--- src/rtl/sfc_pkg.sv ---
package sfc_pkg;
  localparam int unsigned ADDR_W      = 24;
  localparam int unsigned SECTOR_BITS = 12;

  localparam logic [7:0] CMD_READ   = 8'h03;
  localparam logic [7:0] CMD_WREN   = 8'h06;
  localparam logic [7:0] CMD_PROG   = 8'h02;
  localparam logic [7:0] CMD_STAT   = 8'h05;
  localparam logic [7:0] CMD_SERASE = 8'h20;
  localparam logic [7:0] CMD_CERASE = 8'hC7;

  typedef enum logic [1:0] {
    OP_READ   = 2'd0,
    OP_WRITE  = 2'd1,
    OP_SERASE = 2'd2,
    OP_CERASE = 2'd3
  } op_e;

  typedef enum logic [2:0] {
    FR_WREN, FR_READ, FR_PROG, FR_SERASE, FR_CERASE, FR_POLL
  } frame_e;

  // Number of link bytes in a frame of the given kind.
  function automatic logic [3:0] frame_len(frame_e k, logic [3:0] nrd);
    case (k)
      FR_READ:   return 4'd4 + nrd;
      FR_PROG:   return 4'd5;
      FR_SERASE: return 4'd4;
      FR_POLL:   return 4'd2;
      default:   return 4'd1;
    endcase
  endfunction

  // Byte sent at position idx of a frame.
  function automatic logic [7:0] frame_byte(frame_e k, logic [3:0] idx,
                                            logic [ADDR_W-1:0] a, logic [7:0] wd);
    logic [ADDR_W-1:0] ea;
    logic [7:0]        cmd;
    ea = a;
    case (k)
      FR_WREN:   cmd = CMD_WREN;
      FR_READ:   cmd = CMD_READ;
      FR_PROG:   cmd = CMD_PROG;
      FR_SERASE: begin
        cmd = CMD_SERASE;
        ea  = {a[ADDR_W-1:SECTOR_BITS], {SECTOR_BITS{1'b0}}};
      end
      FR_CERASE: cmd = CMD_CERASE;
      default:   cmd = CMD_STAT;
    endcase
    if (idx == 4'd0) return cmd;
    if (k == FR_WREN || k == FR_CERASE || k == FR_POLL) return 8'h00;
    case (idx)
      4'd1:    return ea[23:16];
      4'd2:    return ea[15:8];
      4'd3:    return ea[7:0];
      4'd4:    return (k == FR_PROG) ? wd : 8'h00;
      default: return 8'h00;
    endcase
  endfunction
endpackage

--- src/rtl/sfc_spi_byte.sv ---
module sfc_spi_byte #(
  parameter int unsigned DIV_W = 8
) (
  input  logic             clk,
  input  logic             rst_n,
  input  logic [DIV_W-1:0] div,
  input  logic             start,
  input  logic [7:0]       tx,
  input  logic             miso,
  output logic             sck,
  output logic             mosi,
  output logic             done,
  output logic [7:0]       rx
);
  logic [DIV_W-1:0] cnt_q, cnt_d;
  logic [2:0]       bit_q, bit_d;
  logic [7:0]       sh_q, sh_d, rx_q, rx_d;
  logic             busy_q, busy_d, sck_q, sck_d, done_q, done_d;

  always_comb begin
    cnt_d  = cnt_q;
    bit_d  = bit_q;
    sh_d   = sh_q;
    rx_d   = rx_q;
    busy_d = busy_q;
    sck_d  = sck_q;
    done_d = 1'b0;
    if (start && !busy_q) begin
      busy_d = 1'b1;
      sh_d   = tx;
      cnt_d  = '0;
      bit_d  = '0;
      sck_d  = 1'b0;
    end else if (busy_q) begin
      if (cnt_q == div) begin
        cnt_d = '0;
        if (!sck_q) begin
          sck_d = 1'b1;
          rx_d  = {rx_q[6:0], miso};
        end else begin
          sck_d = 1'b0;
          if (bit_q == 3'd7) begin
            busy_d = 1'b0;
            done_d = 1'b1;
          end else begin
            bit_d = bit_q + 3'd1;
            sh_d  = {sh_q[6:0], 1'b0};
          end
        end
      end else begin
        cnt_d = cnt_q + 1'b1;
      end
    end
  end

  always_ff @(posedge clk or negedge rst_n) begin
    if (!rst_n) begin
      cnt_q  <= '0;
      bit_q  <= '0;
      sh_q   <= '0;
      rx_q   <= '0;
      busy_q <= 1'b0;
      sck_q  <= 1'b0;
      done_q <= 1'b0;
    end else begin
      cnt_q  <= cnt_d;
      bit_q  <= bit_d;
      sh_q   <= sh_d;
      rx_q   <= rx_d;
      busy_q <= busy_d;
      sck_q  <= sck_d;
      done_q <= done_d;
    end
  end

  assign sck  = sck_q;
  assign mosi = sh_q[7];
  assign done = done_q;
  assign rx   = rx_q;

  // mode 0 clock idles low outside a byte
  a_r2_sck_idle_low: assert property (@(posedge clk) disable iff (!rst_n)
    !busy_q |-> !sck_q);
  // output bit holds while the clock is high
  a_r2_mosi_stable_high: assert property (@(posedge clk) disable iff (!rst_n)
    sck_q |-> $stable(sh_q[7]));
endmodule

--- src/rtl/sfc_seq.sv ---
module sfc_seq
  import sfc_pkg::*;
#(
  parameter int unsigned DATA_W = 32,
  parameter int unsigned POLL_W = 16
) (
  input  logic              clk,
  input  logic              rst_n,
  input  logic [POLL_W-1:0] cfg_poll_limit,
  input  logic              req_valid,
  input  logic [1:0]        req_op,
  input  logic [1:0]        req_size,
  input  logic [ADDR_W-1:0] req_addr,
  input  logic [7:0]        req_wdata,
  output logic              req_ready,
  output logic [DATA_W-1:0] req_rdata,
  output logic              erase_done,
  output logic              timeout_err,
  input  logic              bb_req,
  output logic              bb_grant,
  output logic              cs_n,
  output logic              eng_start,
  output logic [7:0]        eng_tx,
  input  logic              eng_done,
  input  logic [7:0]        eng_rx
);
  localparam int unsigned NB = DATA_W / 8;

  typedef enum logic [2:0] {ST_IDLE, ST_START, ST_SHIFT, ST_GAP, ST_DONE} st_e;

  st_e               st_q, st_d;
  op_e               op_q, op_d;
  frame_e            kind_q, kind_d, last_q, last_d;
  logic [ADDR_W-1:0] addr_q, addr_d;
  logic [7:0]        wd_q, wd_d;
  logic [3:0]        nrd_q, nrd_d, idx_q, idx_d, flen;
  logic [POLL_W-1:0] pcnt_q, pcnt_d;
  logic [DATA_W-1:0] rdata_q, rdata_d;
  logic              cs_q, cs_d, sbusy_q, sbusy_d, tmo_q, tmo_d, grant_q, grant_d;

  assign flen = frame_len(kind_q, nrd_q);

  always_comb begin
    st_d    = st_q;
    op_d    = op_q;
    kind_d  = kind_q;
    last_d  = last_q;
    addr_d  = addr_q;
    wd_d    = wd_q;
    nrd_d   = nrd_q;
    idx_d   = idx_q;
    pcnt_d  = pcnt_q;
    rdata_d = rdata_q;
    cs_d    = cs_q;
    sbusy_d = sbusy_q;
    tmo_d   = tmo_q;
    grant_d = 1'b0;
    case (st_q)
      ST_IDLE: begin
        grant_d = bb_req;
        if (req_valid && !bb_req && !grant_q) begin
          op_d    = op_e'(req_op);
          addr_d  = req_addr;
          wd_d    = req_wdata;
          nrd_d   = (req_size == 2'd0) ? 4'd1 : (req_size == 2'd1) ? 4'd2 : 4'(NB);
          pcnt_d  = '0;
          rdata_d = '0;
          idx_d   = '0;
          kind_d  = (op_e'(req_op) == OP_READ) ? FR_READ : FR_WREN;
          st_d    = ST_START;
        end
      end
      ST_START: begin
        cs_d = 1'b0;
        st_d = ST_SHIFT;
      end
      ST_SHIFT: begin
        if (eng_done) begin
          for (int b = 0; b < NB; b++) begin
            if (kind_q == FR_READ && idx_q == 4'(4 + b)) rdata_d[b*8 +: 8] = eng_rx;
          end
          if (kind_q == FR_POLL && idx_q == 4'd1) sbusy_d = eng_rx[0];
          if (idx_q == flen - 4'd1) begin
            cs_d   = 1'b1;
            idx_d  = '0;
            last_d = kind_q;
            st_d   = ST_GAP;
          end else begin
            idx_d = idx_q + 4'd1;
            st_d  = ST_START;
          end
        end
      end
      ST_GAP: begin
        case (kind_q)
          FR_WREN: begin
            kind_d = (op_q == OP_WRITE)  ? FR_PROG :
                     (op_q == OP_SERASE) ? FR_SERASE : FR_CERASE;
            st_d   = ST_START;
          end
          FR_READ: st_d = ST_DONE;
          FR_POLL: begin
            if (!sbusy_q) begin
              st_d = ST_DONE;
            end else if (pcnt_q == cfg_poll_limit) begin
              tmo_d = 1'b1;
              st_d  = ST_DONE;
            end else begin
              pcnt_d = pcnt_q + 1'b1;
              st_d   = ST_START;
            end
          end
          default: begin
            kind_d = FR_POLL;
            st_d   = ST_START;
          end
        endcase
      end
      default: st_d = ST_IDLE;
    endcase
  end

  always_ff @(posedge clk or negedge rst_n) begin
    if (!rst_n) begin
      st_q    <= ST_IDLE;
      op_q    <= OP_READ;
      kind_q  <= FR_READ;
      last_q  <= FR_POLL;
      addr_q  <= '0;
      wd_q    <= '0;
      nrd_q   <= 4'd1;
      idx_q   <= '0;
      pcnt_q  <= '0;
      rdata_q <= '0;
      cs_q    <= 1'b1;
      sbusy_q <= 1'b0;
      tmo_q   <= 1'b0;
      grant_q <= 1'b0;
    end else begin
      st_q    <= st_d;
      op_q    <= op_d;
      kind_q  <= kind_d;
      last_q  <= last_d;
      addr_q  <= addr_d;
      wd_q    <= wd_d;
      nrd_q   <= nrd_d;
      idx_q   <= idx_d;
      pcnt_q  <= pcnt_d;
      rdata_q <= rdata_d;
      cs_q    <= cs_d;
      sbusy_q <= sbusy_d;
      tmo_q   <= tmo_d;
      grant_q <= grant_d;
    end
  end

  assign eng_start   = (st_q == ST_START);
  assign eng_tx      = frame_byte(kind_q, idx_q, addr_q, wd_q);
  assign cs_n        = cs_q;
  assign req_ready   = (st_q == ST_DONE);
  assign req_rdata   = rdata_q;
  assign erase_done  = (st_q == ST_DONE) && (op_q == OP_SERASE || op_q == OP_CERASE);
  assign timeout_err = tmo_q;
  assign bb_grant    = grant_q;

  // chip select released whenever no request is in flight
  a_r1_cs_high_idle: assert property (@(posedge clk) disable iff (!rst_n)
    (st_q == ST_IDLE) |-> cs_q);
  // completion is a single-cycle pulse
  a_r4_ready_pulse: assert property (@(posedge clk) disable iff (!rst_n)
    req_ready |=> !req_ready);
  // every program or erase frame directly follows a write-enable frame
  a_r5_wren_before_cmd: assert property (@(posedge clk) disable iff (!rst_n)
    (st_q == ST_START && idx_q == 4'd0 &&
     (kind_q == FR_PROG || kind_q == FR_SERASE || kind_q == FR_CERASE))
    |-> (last_q == FR_WREN));
  // timeout flag is sticky
  a_r8_timeout_sticky: assert property (@(posedge clk) disable iff (!rst_n)
    tmo_q |=> tmo_q);
  // no host sequence runs while software owns the pins
  a_r9_grant_only_idle: assert property (@(posedge clk) disable iff (!rst_n)
    grant_q |-> (st_q == ST_IDLE));
endmodule

--- src/rtl/sfc_mmio_ctrl.sv ---
module sfc_mmio_ctrl
  import sfc_pkg::*;
#(
  parameter int unsigned DATA_W = 32,
  parameter int unsigned DIV_W  = 8,
  parameter int unsigned POLL_W = 16
) (
  input  logic              clk,
  input  logic              rst_n,
  input  logic [DIV_W-1:0]  cfg_div,
  input  logic [POLL_W-1:0] cfg_poll_limit,
  input  logic              req_valid,
  input  logic [1:0]        req_op,
  input  logic [1:0]        req_size,
  input  logic [ADDR_W-1:0] req_addr,
  input  logic [7:0]        req_wdata,
  output logic              req_ready,
  output logic [DATA_W-1:0] req_rdata,
  output logic              erase_done,
  output logic              timeout_err,
  input  logic              bb_req,
  output logic              bb_grant,
  input  logic              bb_cs_n,
  input  logic              bb_sck,
  input  logic              bb_mosi,
  output logic              spi_cs_n,
  output logic              spi_sck,
  output logic              spi_mosi,
  input  logic              spi_miso
);
  logic [1:0] rsync_q;
  logic       rst_int_n;
  logic       eng_start, eng_done, seq_cs_n, eng_sck, eng_mosi;
  logic [7:0] eng_tx, eng_rx;

  // Asynchronous assertion, synchronous release
  always_ff @(posedge clk or negedge rst_n) begin
    if (!rst_n) rsync_q <= 2'b00;
    else        rsync_q <= {rsync_q[0], 1'b1};
  end
  assign rst_int_n = rsync_q[1];

  sfc_seq #(.DATA_W(DATA_W), .POLL_W(POLL_W)) u_seq (
    .clk(clk), .rst_n(rst_int_n), .cfg_poll_limit(cfg_poll_limit),
    .req_valid(req_valid), .req_op(req_op), .req_size(req_size),
    .req_addr(req_addr), .req_wdata(req_wdata), .req_ready(req_ready),
    .req_rdata(req_rdata), .erase_done(erase_done), .timeout_err(timeout_err),
    .bb_req(bb_req), .bb_grant(bb_grant), .cs_n(seq_cs_n),
    .eng_start(eng_start), .eng_tx(eng_tx), .eng_done(eng_done), .eng_rx(eng_rx)
  );

  sfc_spi_byte #(.DIV_W(DIV_W)) u_byte (
    .clk(clk), .rst_n(rst_int_n), .div(cfg_div), .start(eng_start),
    .tx(eng_tx), .miso(spi_miso), .sck(eng_sck), .mosi(eng_mosi),
    .done(eng_done), .rx(eng_rx)
  );

  assign spi_cs_n = bb_grant ? bb_cs_n : seq_cs_n;
  assign spi_sck  = bb_grant ? bb_sck  : eng_sck;
  assign spi_mosi = bb_grant ? bb_mosi : eng_mosi;
endmodule

--- config.mk ---
export PLATFORM = sky130hd
export DESIGN_NAME = sfc_mmio_ctrl
export DESIGN_NICKNAME = d
export VERILOG_FILES = /design/src/rtl/sfc_pkg.sv /design/src/rtl/sfc_spi_byte.sv /design/src/rtl/sfc_seq.sv /design/src/rtl/sfc_mmio_ctrl.sv
export SDC_FILE = /design/constraint.sdc
export NUM_CORES = 1
export LEC_CHECK = 0
export BUFFER_PORTS_ARGS = -buffer_cell sky130_fd_sc_hd__buf_4
export CAP_MARGIN = 5
export CORE_AREA = 5 5 88 171
export CTS_CLUSTER_DIAMETER = 150
export DETAILED_ROUTE_END_ITERATION = 16
export DIE_AREA = 0 0 93 176
export GPL_ROUTABILITY_DRIVEN = 0
export GPL_TIMING_DRIVEN = 0
export PLACE_DENSITY_LB_ADDON = 0.1
export SYNTH_ARGS = -nofsm -noshare
export SYNTH_HDL_FRONTEND = slang
export SYNTH_SLANG_ARGS = --single-unit
--- constraint.sdc ---
create_clock -name clk -period 7.4 [get_ports clk]
set_clock_uncertainty 0.15 [all_clocks]
set_input_delay 0.37 -clock clk [delete_from_list [all_inputs] [get_ports clk]]
set_output_delay 0.37 -clock clk [all_outputs]
set_load 0.01 [all_outputs]
Yosys cells after proc, flatten, opt, wreduce, memory -nomap -nowiden
Cells that the tools add are included.
- flip-flop bits (word level): 132
- bits of input ports: 68
- output and inout bits: 39
- word-level logic and storage cells: 187
- add/subtract/negate cells: 6
- equal/unequal tests: 36
- mux-type cells: 77
- bitwise operators: 2
- reductions and logical operators: 42
- operators with widths (operator ; count):
    $mux W8 ; 17
    $mux W16 ; 4
    $mux W32 ; 2
    $pmux W32 S2 ; 1
    $pmux W8 S5 ; 1
    $mux W3 ; 13
    $pmux W16 S2 ; 1
    $pmux W8 S4 ; 1
    $reduce_and A4 Y1 ; 7
    $mux W1 ; 24
    $ne A2 B1 Y1 const B ; 10
    $pmux W3 S2 ; 3
    $add A16 B1 Y16 const B ; 1
    $eq A16 B16 Y1 ; 1
    $eq A4 B3 Y1 const B ; 4
    $mux W4 ; 4
    $pmux W4 S4 ; 1
    $eq A3 B2 Y1 const B ; 4
    $eq A3 B3 Y1 const B ; 4
    $mux W12 ; 1
    $pmux W3 S4 ; 1
    $reduce_and A3 Y1 ; 4
    $reduce_bool A2 Y1 ; 6
    $logic_and A1 B1 Y1 ; 9
    25 further kinds ; 39

Longest topological paths before layout
- depth after elaboration: 8
- mapped depth: 9
- gate-level depth less buffers: 8

By module
Synthesis repeated with hierarchy kept, for this count alone.
- cells, all modules: 674
- area, all modules: 6789.0 sq um
- by module, submodules not included (module ; times used ; cells each ; area an instance (sq um) ; seq. area each (sq um)):
    sfc_seq ; 1 ; 511 ; 5134.9 ; 2481.1
    sfc_spi_byte ; 1 ; 157 ; 1566.5 ; 750.7
    sfc_mmio_ctrl ; 1 ; 6 ; 87.6 ; 50.0

Least setup slack after synthesis
No wires, ideal clock.
- kind: register to register
- start: register u_seq.nrd_q[0]
- end: register u_seq.idx_q[1]
- library setup time: 0.122 ns
- arrival: 2.301 ns
- required time: 7.128 ns
- slack: 4.827 ns
- stages on the path, launching flop included: 8
- path buffers: 0
- period minus slack after synthesis: 2.573 ns
- cells stage by stage: dfstp_2 or3b_1 and3_1 ha_1 xor2_1 o211ai_1 or3_1 a32o_1
- longest elaborated chain between the ends: 7
- RTL lines (item ; line ; text):
    start, declared ; sfc_seq.sv:36 ; logic [3:0] nrd_q, nrd_d, idx_q, idx_d, flen;
    start signal, assigned ; sfc_seq.sv:146 ; nrd_q <= nrd_d;
    $add A3 B4 Y4 ; sfc_pkg.sv:26 ; FR_READ: return 4'd4 + nrd;
    $pmux W4 S4 ; sfc_pkg.sv:25 ; case (k)
    $sub A4 B1 Y4 ; sfc_seq.sv:83 ; if (idx_q == flen - 4'd1) begin
    $eq A4 B4 Y1 ; sfc_seq.sv:83 ;
    $mux W4 ; sfc_seq.sv:83 ;
    $mux W4 ; sfc_seq.sv:78 ; if (eng_done) begin
    $pmux W4 S2 ; sfc_seq.sv:58 ; case (st_q)
    end signal, assigned ; sfc_seq.sv:147 ; idx_q <= idx_d;
    end, declared ; sfc_seq.sv:36 ;
No other way between the ends. The select of a mux whose other input is x is not followed.
A chain may end at the register's enable or synchronous reset.

Worst setup path after layout
- start: register u_seq.kind_q[0]
- end: register u_seq.idx_q[1]
- longest elaborated chain between the ends: 7
- elaborated cells between the ends (all ways): 10
- classes of those cells: add/sub (1); eq/ne (5); mux (4)
- RTL lines (item ; line ; text):
    start, declared ; sfc_seq.sv:33 ; frame_e kind_q, kind_d, last_q, last_d;
    start signal, assigned ; sfc_seq.sv:142 ; kind_q <= kind_d;
    $eq A3 B3 Y1, or another cell as far along ; sfc_pkg.sv:25 ;
    $pmux W4 S4 * ; sfc_pkg.sv:25 ;
    $sub A4 B1 Y4 * ; sfc_seq.sv:83 ;
    $eq A4 B4 Y1 * ; sfc_seq.sv:83 ;
    $mux W4 * ; sfc_seq.sv:83 ;
    $mux W4 * ; sfc_seq.sv:78 ;
    $pmux W4 S2 * ; sfc_seq.sv:58 ;
Every way passes the cells marked *; elsewhere a longest branch is shown, timed or not. The select of a mux whose other input is x is not followed.

==> flow_summary.yaml <==
critical_path:
  critical_path.reg2reg.startpoint: "u_seq.kind_q[0]"
  path_buf_inv: 2
  arrival_ns: 3.06
  r2r-end: "u_seq.idx_q[1]"
  crit_family: "simple AND/OR/NAND/NOR gates"
  reg2reg_slack_ns: 4.50
  critPathRequiredTime_ns: 7.56
  cp-start-kind: "flip-flop"
  cpMaxStageDelayCell: "dfstp_2"
  max_stage_delay_ns: 0.58
  worstRegToRegCells: 9
  cp_max_fo: 10
  worst-setup-path-type: "reg2reg"
  worstPathCellList: "buf_2 -> inv_1 -> nor2_1 -> o21ai_0 -> ha_1 -> xor2_1 -> o211ai_1 -> or3_1 -> a32o_1"
  cp-end-kind: "flip-flop"
sta:
  max_freq_mhz: 344.7
  max_slew_margin: 0.3106
  rsz0062_at_grt: "no"
  period_needed_ns: 2.901
  tns_ns: 0
  finalHoldViolations: 0
  setup_viol: 0
  worst_pin_slew_ns: 1.027
  finalMaxSlewViolations: 0
  fin_crit_sh: 0.3920
pwr:
  p_switching_mw: 0.9962
  p_seq_frac: 0.404
  combinationalPowerShare: 0.293
  irDropWorstVdd_v: 0.0001883
  swShare: 0.3673
  p_per_area_nw_per_um2: 321.1
  p_int_mw: 1.716
  p_leak_nw: 4.083
  clkPwrFrac: 0.303
global_routing:
  grt_max_degree: 70
  track_usage: 0.2296
  grt_pass1_vias: 6019
  grt_overflow: 0
  grt_pass1_wl_mm: 29.61
  antenna_found_initial: 0
route:
  vias: 5527
  via_per_inst: 5.722
  drc: 0
  drt_iter0_drc: 243
  ant_nets: 0
  wl_per_cell_um: 18.36
  firstDrtPassIters: 5
  wirelength_mm: 17.73
cts:
  path_clk_slew_ns: 0.07
  ctsResizeCount: 0
  cts_hold_buffers: 22
  cts_tree: "yes"
  root_buffer: "clkbuf_16"
  htree_levels: 4
  post_cts_buffers: 0
  cts_buffer_depth: 2
  cts_buffers: 17
  clock-sinks: 131
  clk_latency_ns: 0.42
synth:
  synthArstFlopShare: 1.000
  yosys_warnings: 0
  synthTopCellsByArea: "dfrtp_1 (48%), nand2_1 (7.4%), mux2_1 (4.1%), mux2_2 (3.6%), xnor2_1 (2.6%)"
  synth.distinct_cells: 69
  synth_cells: 650
  synth_top_area_cell: "dfrtp_1"
  synth_ff_type: "dfrtp_1"
  synthesis.area_sq_um: 6611
  synth.ff_latch_count: 131
  ys_seq_area_frac: 0.4964
  synthesis.nets: 729
  syn_avg_cell_area_sq_um: 10.17
  yosysTopAreaCellShare: 0.4845
  synth_edf_count: 0
finish:
  design_area_sq_um: 8447
  mostFrequentLayoutCell: "nand2_1"
  finalNonFillerCells: 966
  antenna_cells: 0
  final_cell_mix: "nand2_1 (130), dfrtp_1 (127), buf_4 (109), nor2_1 (24), mux2_1 (24)"
  drive_gt1_frac: 0.2306
  area_delta_synth_final_pct: 27.76
  nets: 877
hold_path:
  hold_depth: 3
  hold_start: "req_wdata[4]"
  hold_path_class: "in2reg"
  min_to: "u_seq.wd_q[4]"
floorplan:
  dieWidth_um: 93
  die_h_um: 176
  rows: 60
  fp.coreArea_sq_um: 13510
  die_area_sq_um: 16370
  initial_core_util: 0.4893
  ioPinCount: 107
placed_design:
  portBuffers: 106
  place_area_sq_um: 7632
  place.detailed.hpwl_mm: 13.17
  dp.cells: 912
job:
  maxCapViolCount: 0
status:
  outcome: "finished clean"
==> cell usage after synthesis (3+ instances only) <==
cell type,instances
nand2_1,130
dfrtp_1,128
mux2_1,24
nor2_1,24
clkbuf_1,23
mux2_2,21
a21oi_1,20
xnor2_1,20
nand3_1,15
o21ai_0,15
or4_1,14
nand4_1,13
o211ai_1,13
inv_1,12
xor2_1,12
and2_1,11
ha_1,11
and3_1,10
buf_2,9
or3_1,9
nand2b_1,8
a22o_1,7
a31oi_1,6
nor3b_1,6
nor2b_1,5
nor3_1,5
o31ai_1,5
a222oi_1,4
mux2i_1,4
nor4_1,4
o21ai_1,4
a21oi_4,3
a32oi_1,3
buf_4,3
dfstp_2,3
nand3b_1,3
o311a_1,3
==> kinds of logic after synthesis <==
group           count (synthesis)  share of synthesized area
compound gates                108                     0.1198
xor+xnor                       32                    0.04239
fa+ha+maj                      12                    0.02233
buf+inv                        47                    0.03009
flops                         131                     0.4964
mux                            49                    0.08270
other cells                     1                  0.0005672
simple gates                  270                     0.2057
==> worst reg2reg max path, stage by stage (launching register included) <==
cell	delay, ns
dfstp_2	0.58
buf_2	0.23
inv_1	0.08
nor2_1	0.24
o21ai_0	0.15
ha_1	0.31
xor2_1	0.15
o211ai_1	0.17
or3_1	0.44
a32o_1	0.30
==> per-stage QoR <==
stage                     total power, mW  setup slack, ns  utilization  hold slack (ns)
after floorplan                     1.618            3.335            -         -0.07559
after detailed placement            1.885            4.502       0.5648         0.003725
after global placement              1.855            1.958       0.5625         0.002313
final                               2.712            4.499       0.6251         0.002118
after global routing                2.887            4.258       0.6251        0.0005068
after CTS                           2.729            4.488       0.6251        0.0008100
==> worst max-delay path by stage <==
stage                             from               end  slack (ns)  cells after the start
finish                 u_seq.kind_q[0]    u_seq.idx_q[1]        4.50                      9
global route           u_seq.kind_q[0]     u_seq.st_q[1]        4.26                      9
CTS                      u_seq.st_q[1]    u_seq.nrd_q[0]        4.49                      6
detailed placement  cfg_poll_limit[14]     u_seq.st_q[2]        4.50                      8
global placement            rsync_q[1]  u_seq.addr_q[19]        1.96                      0
floorplan                   rsync_q[1]   u_byte.bit_q[0]        3.34                      0
==> metal layers <==
metal	global-route usage	part of all wire	vias up
li1	-	-	2615
met1	0.2445	0.36	2731
met2	0.4367	0.58	146
met3	0.04307	0.037	35
met4	0.08746	0.028	0
met5	0	0	-
==> state kept, by name, indices dropped and copies added, names as in the netlist, 3 cells and up <==
name             count
u_byte.bit_q         3
u_byte.cnt_q         8
u_byte.rx            8
u_byte.sh_q          8
u_seq.addr_q        24
u_seq.idx_q          4
u_seq.kind_q         3
u_seq.nrd_q          3
u_seq.pcnt_q        16
u_seq.req_rdata     32
u_seq.st_q           3
u_seq.wd_q           8
==> final cells by class <==
class / count / area (sq um)
Inverter: 12 / 45.04
Sequential cell: 131 / 3286
Timing Repair Buffer: 129 / 1044
Fill cell: 1145 / 5066
Tap cell: 155 / 193.9
Clock inverter: 15 / 168.9
Multi-Input combinational cell: 472 / 3131
Clock buffer: 17 / 425.4
Buffer: 35 / 153.9
==> power by group through the flow <==
stage | Sequential (mW) | Clock, mW | Combinational, mW
2_1_floorplan | 1.05 | 0 | 0.566
3_3_place_gp | 1.11 | 0 | 0.749
3_5_place_dp | 1.11 | 0 | 0.779
4_1_cts | 1.09 | 0.836 | 0.799
5_1_grt | 1.12 | 0.870 | 0.895
6_report | 1.10 | 0.822 | 0.794
Power figures use the tool's default switching activity.
